===== src/rtl/iso_resp_pkg.sv =====
`timescale 1ns/1ps
package iso_resp_pkg;
   localparam logic [7:0] PAT_FIRST  = 8'h55;
   localparam logic [7:0] PAT_SECOND = 8'hAA;
   localparam logic [7:0] BUS_IDLE   = 8'hFF;

   typedef enum logic {
      PH_FIRST  = 1'b0,
      PH_SECOND = 1'b1
   } pair_ph_e;
endpackage


===== src/rtl/iso_pair_seq.sv =====
`timescale 1ns/1ps
// Tracks which half of the exchange comes next and which identifier bit is current.
module iso_pair_seq
   import iso_resp_pkg::*;
#(
   parameter int ID_BITS = 72,
   parameter int IDX_W   = $clog2(ID_BITS + 1)
) (
   input  logic             clk,
   input  logic             rst_n,
   input  logic             restart,
   input  logic             step,
   output pair_ph_e         phase,
   output logic [IDX_W-1:0] idx,
   output logic             exhausted
);
   pair_ph_e         ph_q;
   logic [IDX_W-1:0] idx_q;

   always_ff @(posedge clk or negedge rst_n) begin
      if (!rst_n) begin
         ph_q  <= PH_FIRST;
         idx_q <= '0;
      end else if (restart) begin
         ph_q  <= PH_FIRST;
         idx_q <= '0;
      end else if (step) begin
         if (ph_q == PH_FIRST) begin
            ph_q  <= PH_SECOND;
            idx_q <= idx_q + 1'b1;
         end else begin
            ph_q  <= PH_FIRST;
         end
      end
   end

   assign phase     = ph_q;
   assign idx       = idx_q;
   assign exhausted = (ph_q == PH_FIRST) && (idx_q == IDX_W'(ID_BITS));
endmodule


===== src/rtl/iso_bit_pick.sv =====
`timescale 1ns/1ps
// Selects the current identifier bit; indices past the end read as zero.
module iso_bit_pick #(
   parameter int ID_BITS = 72,
   parameter int IDX_W   = $clog2(ID_BITS + 1)
) (
   input  logic [ID_BITS-1:0] id,
   input  logic [IDX_W-1:0]   idx,
   output logic               bit_o
);
   localparam int PAD_BITS = 2 ** IDX_W;

   logic [PAD_BITS-1:0] padded;

   always_comb begin
      padded              = '0;
      padded[ID_BITS-1:0] = id;
   end

   assign bit_o = padded[idx];
endmodule


===== src/rtl/iso_bus_listen.sv =====
`timescale 1ns/1ps
// Listening side of a zero-bit card: decides whether another card is driving a one.
module iso_bus_listen
   import iso_resp_pkg::*;
#(
   parameter bit LISTEN_FULL = 1'b1
) (
   input  logic       clk,
   input  logic       rst_n,
   input  logic       restart,
   input  logic       first_rd,
   input  logic       second_rd,
   input  logic       my_bit,
   input  logic       quiet,
   input  logic [7:0] bus_obs,
   output logic       lost
);
   logic arm;
   logic lost_q;

   generate
      if (LISTEN_FULL) begin : g_full
         logic saw_q;
         always_ff @(posedge clk or negedge rst_n) begin
            if (!rst_n)
               saw_q <= 1'b0;
            else if (restart)
               saw_q <= 1'b0;
            else if (first_rd)
               saw_q <= !my_bit && (bus_obs == PAT_FIRST);
         end
         assign arm = saw_q;
      end else begin : g_echo
         assign arm = 1'b1;
      end
   endgenerate

   always_ff @(posedge clk or negedge rst_n) begin
      if (!rst_n)
         lost_q <= 1'b0;
      else
         lost_q <= second_rd && !restart && quiet && arm && (bus_obs == PAT_SECOND);
   end

   assign lost = lost_q;
endmodule


===== src/rtl/iso_bit_responder.sv =====
`timescale 1ns/1ps
module iso_bit_responder
   import iso_resp_pkg::*;
#(
   parameter int ID_BITS     = 72,
   parameter bit LISTEN_FULL = 1'b1,
   parameter int IDX_W       = $clog2(ID_BITS + 1)
) (
   input  logic               clk,
   input  logic               rst_n,
   input  logic               rd_stb,
   input  logic               rd_match,
   input  logic               in_iso,
   input  logic               wake_hit,
   input  logic [ID_BITS-1:0] card_id,
   input  logic [7:0]         bus_obs,
   output logic               drv_en,
   output logic [7:0]         drv_data,
   output logic               lost
);
   generate
      if (ID_BITS < 1) begin : g_bad_len
         $error("iso_bit_responder: ID_BITS must be at least 1");
      end
      if (IDX_W < $clog2(ID_BITS + 1)) begin : g_bad_idx
         $error("iso_bit_responder: IDX_W too narrow for ID_BITS");
      end
   endgenerate

   pair_ph_e         phase;
   logic [IDX_W-1:0] idx;
   logic             exhausted;
   logic             cur_bit;
   logic             act;
   logic             first_rd;
   logic             second_rd;
   logic [7:0]       resp_q;
   logic [7:0]       resp_now;

   assign act       = rd_stb && in_iso && rd_match && !exhausted;
   assign first_rd  = act && (phase == PH_FIRST);
   assign second_rd = act && (phase == PH_SECOND);

   iso_pair_seq #(.ID_BITS(ID_BITS), .IDX_W(IDX_W)) u_seq (
      .clk       (clk),
      .rst_n     (rst_n),
      .restart   (wake_hit),
      .step      (act && !wake_hit),
      .phase     (phase),
      .idx       (idx),
      .exhausted (exhausted)
   );

   iso_bit_pick #(.ID_BITS(ID_BITS), .IDX_W(IDX_W)) u_pick (
      .id    (card_id),
      .idx   (idx),
      .bit_o (cur_bit)
   );

   // Response byte of the first read; the second read shifts it left by one.
   always_ff @(posedge clk or negedge rst_n) begin
      if (!rst_n)
         resp_q <= '0;
      else if (wake_hit)
         resp_q <= '0;
      else if (first_rd)
         resp_q <= cur_bit ? PAT_FIRST : 8'h00;
   end

   always_comb begin
      if (phase == PH_FIRST)
         resp_now = cur_bit ? PAT_FIRST : 8'h00;
      else
         resp_now = {resp_q[6:0], 1'b0};
   end

   assign drv_en   = act && (resp_now != 8'h00);
   assign drv_data = drv_en ? resp_now : 8'h00;

   iso_bus_listen #(.LISTEN_FULL(LISTEN_FULL)) u_listen (
      .clk       (clk),
      .rst_n     (rst_n),
      .restart   (wake_hit),
      .first_rd  (first_rd && !wake_hit),
      .second_rd (second_rd),
      .my_bit    (cur_bit),
      .quiet     (resp_q == 8'h00),
      .bus_obs   (bus_obs),
      .lost      (lost)
   );
endmodule


===== config.mk =====
export PLATFORM = sky130hd
export DESIGN_NAME = iso_bit_responder
export DESIGN_NICKNAME = d
export VERILOG_FILES = /design/src/rtl/iso_resp_pkg.sv /design/src/rtl/iso_pair_seq.sv /design/src/rtl/iso_bit_pick.sv /design/src/rtl/iso_bus_listen.sv /design/src/rtl/iso_bit_responder.sv
export SDC_FILE = /design/constraint.sdc
export NUM_CORES = 1
export LEC_CHECK = 0
export ABC_AREA = 0
export CORE_MARGIN = 2
export CORE_UTILIZATION = 35
export DETAILED_ROUTE_END_ITERATION = 8
export PLACE_DENSITY = 0.86
export SYNTH_ARGS = -nofsm -noshare
export SYNTH_HDL_FRONTEND = slang
export SYNTH_HIERARCHICAL = 1
export SYNTH_SLANG_ARGS = --single-unit

===== constraint.sdc =====
create_clock -name clk -period 2.9 [get_ports clk]
set_input_delay 0.58 -clock clk [delete_from_list [all_inputs] [get_ports clk]]
set_output_delay 0.58 -clock clk [all_outputs]
set_load 0.01 [all_outputs]

---- Word-level counts from Yosys, hierarchy flattened ----
Cells that the tools add are included.
storage, ports and cells
  flip-flop bits (word level) ............. 18
  bits of input ports ..................... 86
  output and inout port bits .............. 10
operators by class
  order comparisons ....................... 1
  equal/unequal tests ..................... 4
  bitwise logic cells ..................... 1
  mux-type cells .......................... 15
  reductions and logical operators ........ 23
  add/sub/neg operators ................... 1
operator list
  operator                                                                       count
  8-bit two-way mux                                                              4
  7-bit two-way mux                                                              4
  1-bit logical AND                                                              14
  8-bit by 7-bit == test with 1-bit output (second input constant)               1
  8-bit == test (second input constant)                                          1
  8-bit logical NOT                                                              1
  7-bit by 8-bit less-than comparator with 1-bit output (second input constant)  1
  8-bit nonzero test                                                             1
  7-bit by 1-bit adder with 7-bit output (second input constant)                 1
  1-bit binary-select mux with 7-bit select                                      1
  7-bit == test (second input constant)                                          1
  1-bit two-way mux                                                              6
  2-bit nonzero test                                                             3
  1-bit logical NOT                                                              3
  2-bit inequality test (second input constant)                                  1
  2-bit AND reduction                                                            1
  1-bit NOT                                                                      1

---- Depth between registers and ports, before layout ----
Gate-level depths: netlist of run 1.
  word-level depth ........................ 9
  depth in mapped cells ................... 10

---- Hierarchy ----
Netlist of run 1, hierarchy kept.
by module, submodules not included
  module             area each (um2)  instances  cells each  seq. area each (um2)
  iso_bit_pick       688.2            1          55          0.0
  iso_pair_seq       430.4            1          43          200.2
  iso_bit_responder  166.4            1          20          25.0
  iso_bus_listen     135.1            1          12          50.0

---- Worst setup path before layout of run 1 ----
Ideal clock, no wire load.
  path kind ............................... register to output
  start point ............................. register u_seq.idx_q[0], in the netlist u_seq/idx[0]
  end point ............................... output drv_data[2]
  slack ................................... 0.304 ns
  stages on the path, launching flop included .. 8
  path buffers ............................ 2
  data arrival time ....................... 2.016 ns
  path through ............................ dfrtp_1 -> buf_6 -> mux4_1 -> mux2_2 -> o21ai_1 -> nand4_1 -> nor3b_4 -> buf_4
between the ends
  word-level cells in the longest chain between the ends .. 7
  elaborated cells on any way between the ends .. 11
  classes of those cells .................. eq/ne: 1; mux: 5; reduce/logical: 5
RTL lines
  what                                         RTL line                 RTL
  start, declared                              iso_pair_seq.sv:18       logic [IDX_W-1:0] idx_q;
  start signal, assigned                       iso_pair_seq.sv:30       idx_q <= idx_q + 1'b1;
  1-bit binary-select mux with 7-bit select *  iso_bit_pick.sv:20       assign bit_o = padded[idx];
  1-bit two-way mux (implied by the code) *    iso_bit_pick.sv:20
  net cur_bit                                  iso_bit_responder.sv:33  logic cur_bit;
  7-bit two-way mux *                          iso_bit_responder.sv:72  resp_now = cur_bit ? PAT_FIRST : 8'h00;
  8-bit two-way mux *                          iso_bit_responder.sv:71  if (phase == PH_FIRST)
  8-bit nonzero test                           iso_bit_responder.sv:77  assign drv_en = act && (resp_now != 8'h00);
  1-bit logical AND                            iso_bit_responder.sv:77
  8-bit two-way mux *                          iso_bit_responder.sv:78  assign drv_data = drv_en ? resp_now : 8'h00;
  end, declared                                iso_bit_responder.sv:18  output logic [7:0] drv_data,
The timed path passes the listed nets; every way through them passes the cells marked *. The select of a mux whose other input is x is not followed.

---- Worst setup path in the final report of run 1 ----
  start point ............................. register u_seq.idx_q[1], in the netlist u_seq/idx[1]
  end point ............................... output drv_data[0]
The elaborated chain is that of the path after synthesis.

==> results of run 1 <==
==> cell type report <==
| cell class | count | area share [%] |
|---|---|---|
| clock buffer | 4 | 1.77 |
| inverter | 6 | 0.883 |
| multi-input combinational | 100 | 42.1 |
| sequential | 11 | 10.9 |
| tap | 50 | 2.45 |
| timing repair buffer | 111 | 41.8 |
==> layer usage <==
layer / up-vias / global-route usage, % / share of wire [%]
li1: 706 / - / -
met2: 52 / 38.4 / 56
met4: 0 / 3.83 / 0.74
met1: 714 / 22.8 / 37
met5: - / 0 / 0
met3: 4 / 1.17 / 6.0
==> worst paths after layout <==
| check | end | depth (start not counted) | slack (ns) | start |
|---|---|---|---|---|
| worst max-delay path | drv_data[0] | 8 | -0.07 | u_seq/idx[1] |
| worst min-delay path | u_listen/lost | 2 | 0.56 | u_listen/arm |
| worst max register to register | u_seq/idx[6] | 10 | 0.51 | u_seq/idx[0] |
| worst min register to register | u_listen/lost | 2 | 0.56 | u_listen/arm |
| max in group asynchronous | u_seq/idx[0] | 1 | 1.83 | rst_n |
| min in group asynchronous | u_seq/idx[2] | 1 | 0.69 | rst_n |
==> power breakdown <==
| group | total, µW | internal [µW] | switching, µW |
|---|---|---|---|
| Sequential | 158 | 155 | 3.03 |
| Clock | 153 | 96.5 | 56.9 |
| Combinational | 173 | 125 | 47.6 |
| Total | 484 | 377 | 108 |
==> cell usage in the layout, fill, tap and decap left out, drive strengths merged, types with 2 or more instances in the layout <==
master | netlist | final
nand4bb | 2 | 2
inv | 6 | 6
nor3 | 2 | 2
ha | 2 | 2
dlygate4sd2 | 0 | 26
clkbuf | 1 | 4
clkdlybuf4s15 | 0 | 8
o211ai | 2 | 2
or3 | 4 | 4
nand3 | 6 | 6
nor2 | 9 | 9
nand4 | 3 | 3
o21ai | 5 | 5
nor4 | 2 | 2
dlymetal6s2s | 0 | 11
dfrtp | 11 | 11
and4bb | 2 | 2
buf | 12 | 21
nand2b | 2 | 2
mux4 | 16 | 16
mux2 | 5 | 5
nand2 | 5 | 5
nor2b | 2 | 2
a21oi | 5 | 5
nand4b | 3 | 3
clkdlybuf4s50 | 0 | 45
mux2i | 9 | 9
==> sequential cells by signal, summed over array words and instances (netlist names) <==
name,count
u_listen/arm,1
u_seq/idx,7
resp_q,1
u_listen/lost,1
u_seq/phase,1
==> critical path, stage by stage, from the launching register on <==
cell      delay (ns)
dfrtp_2         0.42
buf_6           0.12
mux4_2          0.49
mux2_4          0.29
o211ai_1        0.22
nand4_1         0.16
nor3b_4         0.19
buf_4           0.15
buf_6           0.11
==> kinds of logic after synthesis <==
family                     synth area share [%]
AOI/OAI and AO/OA                          7.49
xor gates and xnor gates                   1.23
adders and majority gates                  1.76
buffers and inverters                      8.90
DFF                                        19.4
muxes                                      37.0
and+or+nand+nor                            24.2
==> stage by stage <==
stage	utilization (%)	cell area (µm²)	TNS, ns	setup WS, ns	total power [µW]
floorplan	-	1420	0	0.304	211
global placement	61.6	2430	-2.70	-0.571	336
detailed placement	61.6	2430	-2.92	-0.612	341
CTS	62.6	2470	-0.195	-0.0808	485
global route	64.7	2550	-0.500	-0.160	505
finish	64.7	2550	-0.106	-0.0694	484
==> timing repair <==
item / CTS / global route
buffers inserted: 3 / 0
cloned: 0 / 0
pin swaps: 9 / 5
resized for setup: 80 / 22
setup endpoints to repair: 9 / 9
==> results.py, run 1 <==
metrics = {
    "run_status": {
        "status": "finished with violations",
        "violations": "setup timing",
    },
    "layout": {
        "num-nets-final": 321,
        "layout-drive-gt1-share_pct": 26.3,
        "diodes": 0,
        "finalNonFillerCells": 282,
        "fill_cells": 324,
        "multiInputGateArea_um2": 1070,
        "area_growth_pct": 79.6,
        "regArea_um2": 279,
    },
    "min_path": {
        "hp-class": "flip-flop to flip-flop",
    },
    "cts": {
        "postCtsHoldBufs": 0,
        "cts-htree-levels": 1,
        "numCtsBuffers": 3,
        "clock_latency_ns": 0.23,
        "root_buffer": "clkbuf_8",
        "cts_tree": "built",
        "clkTransAtPathRegs_ns": 0.05,
        "max-clock-path-buffers": 2,
        "numClockSinks": 11,
    },
    "grt": {
        "grt_max_degree": 14,
        "grt_use_total_pct": 19.5,
        "grt_pass1_vias": 1567,
        "grt_overflow": 0,
        "antenna_found_initial": 0,
        "grt_pass1_wl_mm": 6.81,
    },
    "route": {
        "drc_errors": 0,
        "antenna_left": 0,
        "vias": 1476,
        "drtIter0Drc": 81,
        "viasPerCell": 5.23,
        "dr.pass1.iters": 4,
        "wl_per_cell_um": 16.2,
        "routed_wl_mm": 4.57,
    },
    "synth": {
        "synth_area_per_cell_um2": 10.9,
        "yosys_warnings": 6,
        "ys.flop_type": "dfrtp_1",
        "synth_area_um2": 1420,
        "synth_area_leaders": "dfrtp_1 19%, mux4_2 17%, mux4_1 9.3%, mux2i_1 6.3%, mux2_2 4.0%",
        "synth_common_cells": "11 x dfrtp_1, 11 x mux4_2, 9 x mux2i_1, 9 x nor2_1",
        "synth.distinct_cells": 44,
        "synth_edf_count": 0,
        "synth_area_leader_cell": "dfrtp_1",
        "synth-seq-cells": 11,
        "ys_seq_area_share_pct": 19.4,
        "synth_nets": 218,
        "synth_top_cell_area_share_pct": 19.4,
        "synthCells": 130,
        "async_reset_ff_share_pct": 100,
    },
    "worst_setup_path": {
        "cp-end-kind": "output port",
        "critPathKind": "flip-flop to output port",
        "crit_fanout": 4,
        "required_ns": 2.32,
        "arrival_ns": 2.39,
        "start_kind": "flip-flop",
    },
    "placement": {
        "hpwl_mm": 3.56,
        "placed_cells": 275,
        "gp_congestion": 0.851,
        "portBuffers": 95,
    },
    "power_and_ir_drop": {
        "ir_drop_v": 0.000115,
        "power_density_nw_per_um2": 190,
        "p_leak_uw": 0.00108,
    },
    "floorplanning": {
        "die_x_um": 67.7,
        "start_util_pct": 36.0,
        "core_region_area_um2": 3940,
        "die_y_um": 67.7,
        "io_pins": 96,
        "die_area_um2": 4580,
        "rows": 23,
    },
    "sta": {
        "rsz0062_at_grt": "true",
        "holdWs_ns": 0.559,
        "slew-limit-headroom_pct": 65.4,
        "maxSlewViolCount": 0,
        "finalClockSkew_ns": 0.00184,
        "tightest_slew_ns": 0.518,
        "hold_viol_final": 0,
        "setup_viol": 2,
        "fmax_mhz": 337,
        "setup_ws_ns": -0.0694,
        "post-route-period-util_pct": 102,
        "period_needed_ns": 2.97,
    },
    "job": {
        "drv_cap": 0,
    },
}
Note: power is estimated with default switching activity, not from simulation.
==> run 2, diff against run 1 <==
CAP_MARGIN = 5   (was unset)
PLACE_DENSITY = 0.8   (was 0.86)
==> results.py, run 2 (same netlist as run 1, synthesis figures left out) <==
metrics = {
    "cts": {
        "numCtsBuffers": 3,
        "postCtsHoldBufs": 0,
        "cts-htree-levels": 1,
        "clkTransAtPathRegs_ns": 0.05,
        "clock_latency_ns": 0.25,
        "numClockSinks": 11,
        "root_buffer": "clkbuf_8",
        "max-clock-path-buffers": 2,
        "cts_tree": "built",
    },
    "power_and_ir_drop": {
        "p_leak_uw": 0.00115,
        "ir_drop_v": 0.000134,
        "pwr-share-comb_pct": 34.5,
        "internal-power_uw": 375,
        "p_sw_uw": 119,
        "switching_share_pct": 24.1,
        "power.clock.fraction_pct": 33.5,
        "power_density_nw_per_um2": 193,
        "seqPwrFrac_pct": 32.0,
        "finalPower_uw": 494,
    },
    "route": {
        "drtIter0Drc": 48,
        "antenna_left": 0,
        "wl_per_cell_um": 15.8,
        "drc_errors": 0,
        "routed_wl_mm": 4.56,
        "dr.pass1.iters": 4,
        "vias": 1545,
        "viasPerCell": 5.36,
    },
    "placement": {
        "gp_congestion": 0.849,
        "hpwl_mm": 3.51,
        "placed_cells": 278,
        "dpl-instance-area_um2": 2450,
        "portBuffers": 95,
    },
    "worst_setup_path": {
        "cp-end-kind": "output port",
        "critPathKind": "input pin to output port",
        "critPathMaxStageDelay_ns": 0.47,
        "path_cells": "clkdlybuf4s50_1, mux4_2, mux2i_1, nand2_1, o211ai_1, nand4_1, nor3b_4, buf_2",
        "cp.buffers_inverters": 2,
        "required_ns": 2.32,
        "arrival_ns": 2.32,
        "cp_top_family": "multiplexers",
        "crit_fanout": 5,
        "slowest_stage": "mux4_2",
        "start_kind": "input pin",
    },
    "sta": {
        "finalClockSkew_ns": 0.00293,
        "fmax_mhz": 344,
        "post-route-period-util_pct": 100,
        "tightest_slew_ns": 0.527,
        "period_needed_ns": 2.90,
        "setup_viol": 1,
        "rsz0062_at_grt": "true",
        "hold_viol_final": 0,
        "setup_ws_ns": -0.00462,
        "maxSlewViolCount": 0,
        "slew-limit-headroom_pct": 64.7,
        "tns_ns": -0.00462,
    },
    "layout": {
        "num-nets-final": 327,
        "finalNonFillerCells": 288,
        "area_growth_pct": 80.1,
        "post-route-util_pct": 64.9,
        "layout_common_cells": "41 x dlygate4sd2_1, 32 x clkdlybuf4s50_1, 17 x buf_4",
        "diodes": 0,
        "final_common_cell": "dlygate4sd2_1",
        "design_area_um2": 2560,
        "layout-drive-gt1-share_pct": 28.2,
        "largest_register_ffs": 7,
    },
    "floorplanning": {
        "rows": 23,
        "die_area_um2": 4580,
        "io_pins": 96,
        "core_region_area_um2": 3940,
        "start_util_pct": 36.0,
        "die_x_um": 67.7,
        "die_y_um": 67.7,
    },
    "grt": {
        "grt_pass1_vias": 1591,
        "grt_overflow": 0,
        "grt_max_degree": 14,
        "grt_use_total_pct": 21.0,
        "antenna_found_initial": 0,
        "grt_pass1_wl_mm": 7.28,
    },
    "min_path": {
        "hp-class": "flip-flop to flip-flop",
    },
    "run_status": {
        "status": "finished with violations",
        "violations": "setup timing",
    },
    "job": {
        "drv_cap": 0,
    },
}
## run 2: path summary, 6_finish.rpt
check                             start  slack, ns           end  depth (start not counted)
max in group asynchronous         rst_n       1.84  u_seq/idx[0]                          1
min reg2reg                u_listen/arm       0.55  u_listen/arm                          2
min in group asynchronous         rst_n       0.68  u_seq/idx[5]                          1
max reg2reg                u_seq/idx[0]       0.14  u_listen/arm                         14
min                        u_listen/arm       0.55  u_listen/arm                          2
max                         card_id[22]     -0.005   drv_data[0]                          8
## run 2: what timing repair did
item                                    CTS  global route
buffers inserted                          8             0
resized for setup                        84            26
pin swaps                                11             9
endpoints found under the setup margin    9            10
endpoints found under the hold margin     0             0
## run 2: layout make-up
type                    instances  area (µm²)
fillers                       340        1390
repair buffers                117        1090
multi-input cells             100        1050
flip-flops and latches         11         278
well taps                      50        62.6
clock buffers                   4        45.0
inverters                       6        22.5
## run 2: power groups by stage
| stage | Combinational (µW) | Clock, µW | Sequential [µW] |
|---|---|---|---|
| 6_report | 170 | 165 | 158 |
| 5_1_grt | 184 | 175 | 158 |
| 4_1_cts | 172 | 170 | 158 |
| 3_5_place_dp | 182 | 0 | 160 |
| 3_3_place_gp | 177 | 0 | 160 |
| 2_1_floorplan | 50.4 | 0 | 160 |
## run 2: layer usage
layer	part of all wire, %	GRT usage (%)	up-vias	wire [µm]
met1	38	24.3	750	1750
li1	-	-	723	-
met5	0	0	-	0
met2	53	38.6	66	2440
met4	1.3	6.89	0	61
met3	7.0	4.00	6	317
## run 2: metrics by stage
stage,hold slack [ns],setup WS [ns]
after floorplan,0.284,0.304
after global placement,0.539,-0.482
after detailed placement,0.543,-0.605
after CTS,0.557,0.0168
after global routing,0.598,-0.122
final,0.554,-0.00462
## run 2: tightest hold or removal path: cells and delay by family (launching register included)
| family | cells | cell delay, ns |
|---|---|---|
| flops | 1 | 0.32 |
| compound gates | 1 | 0.11 |
| simple gates | 1 | 0.08 |
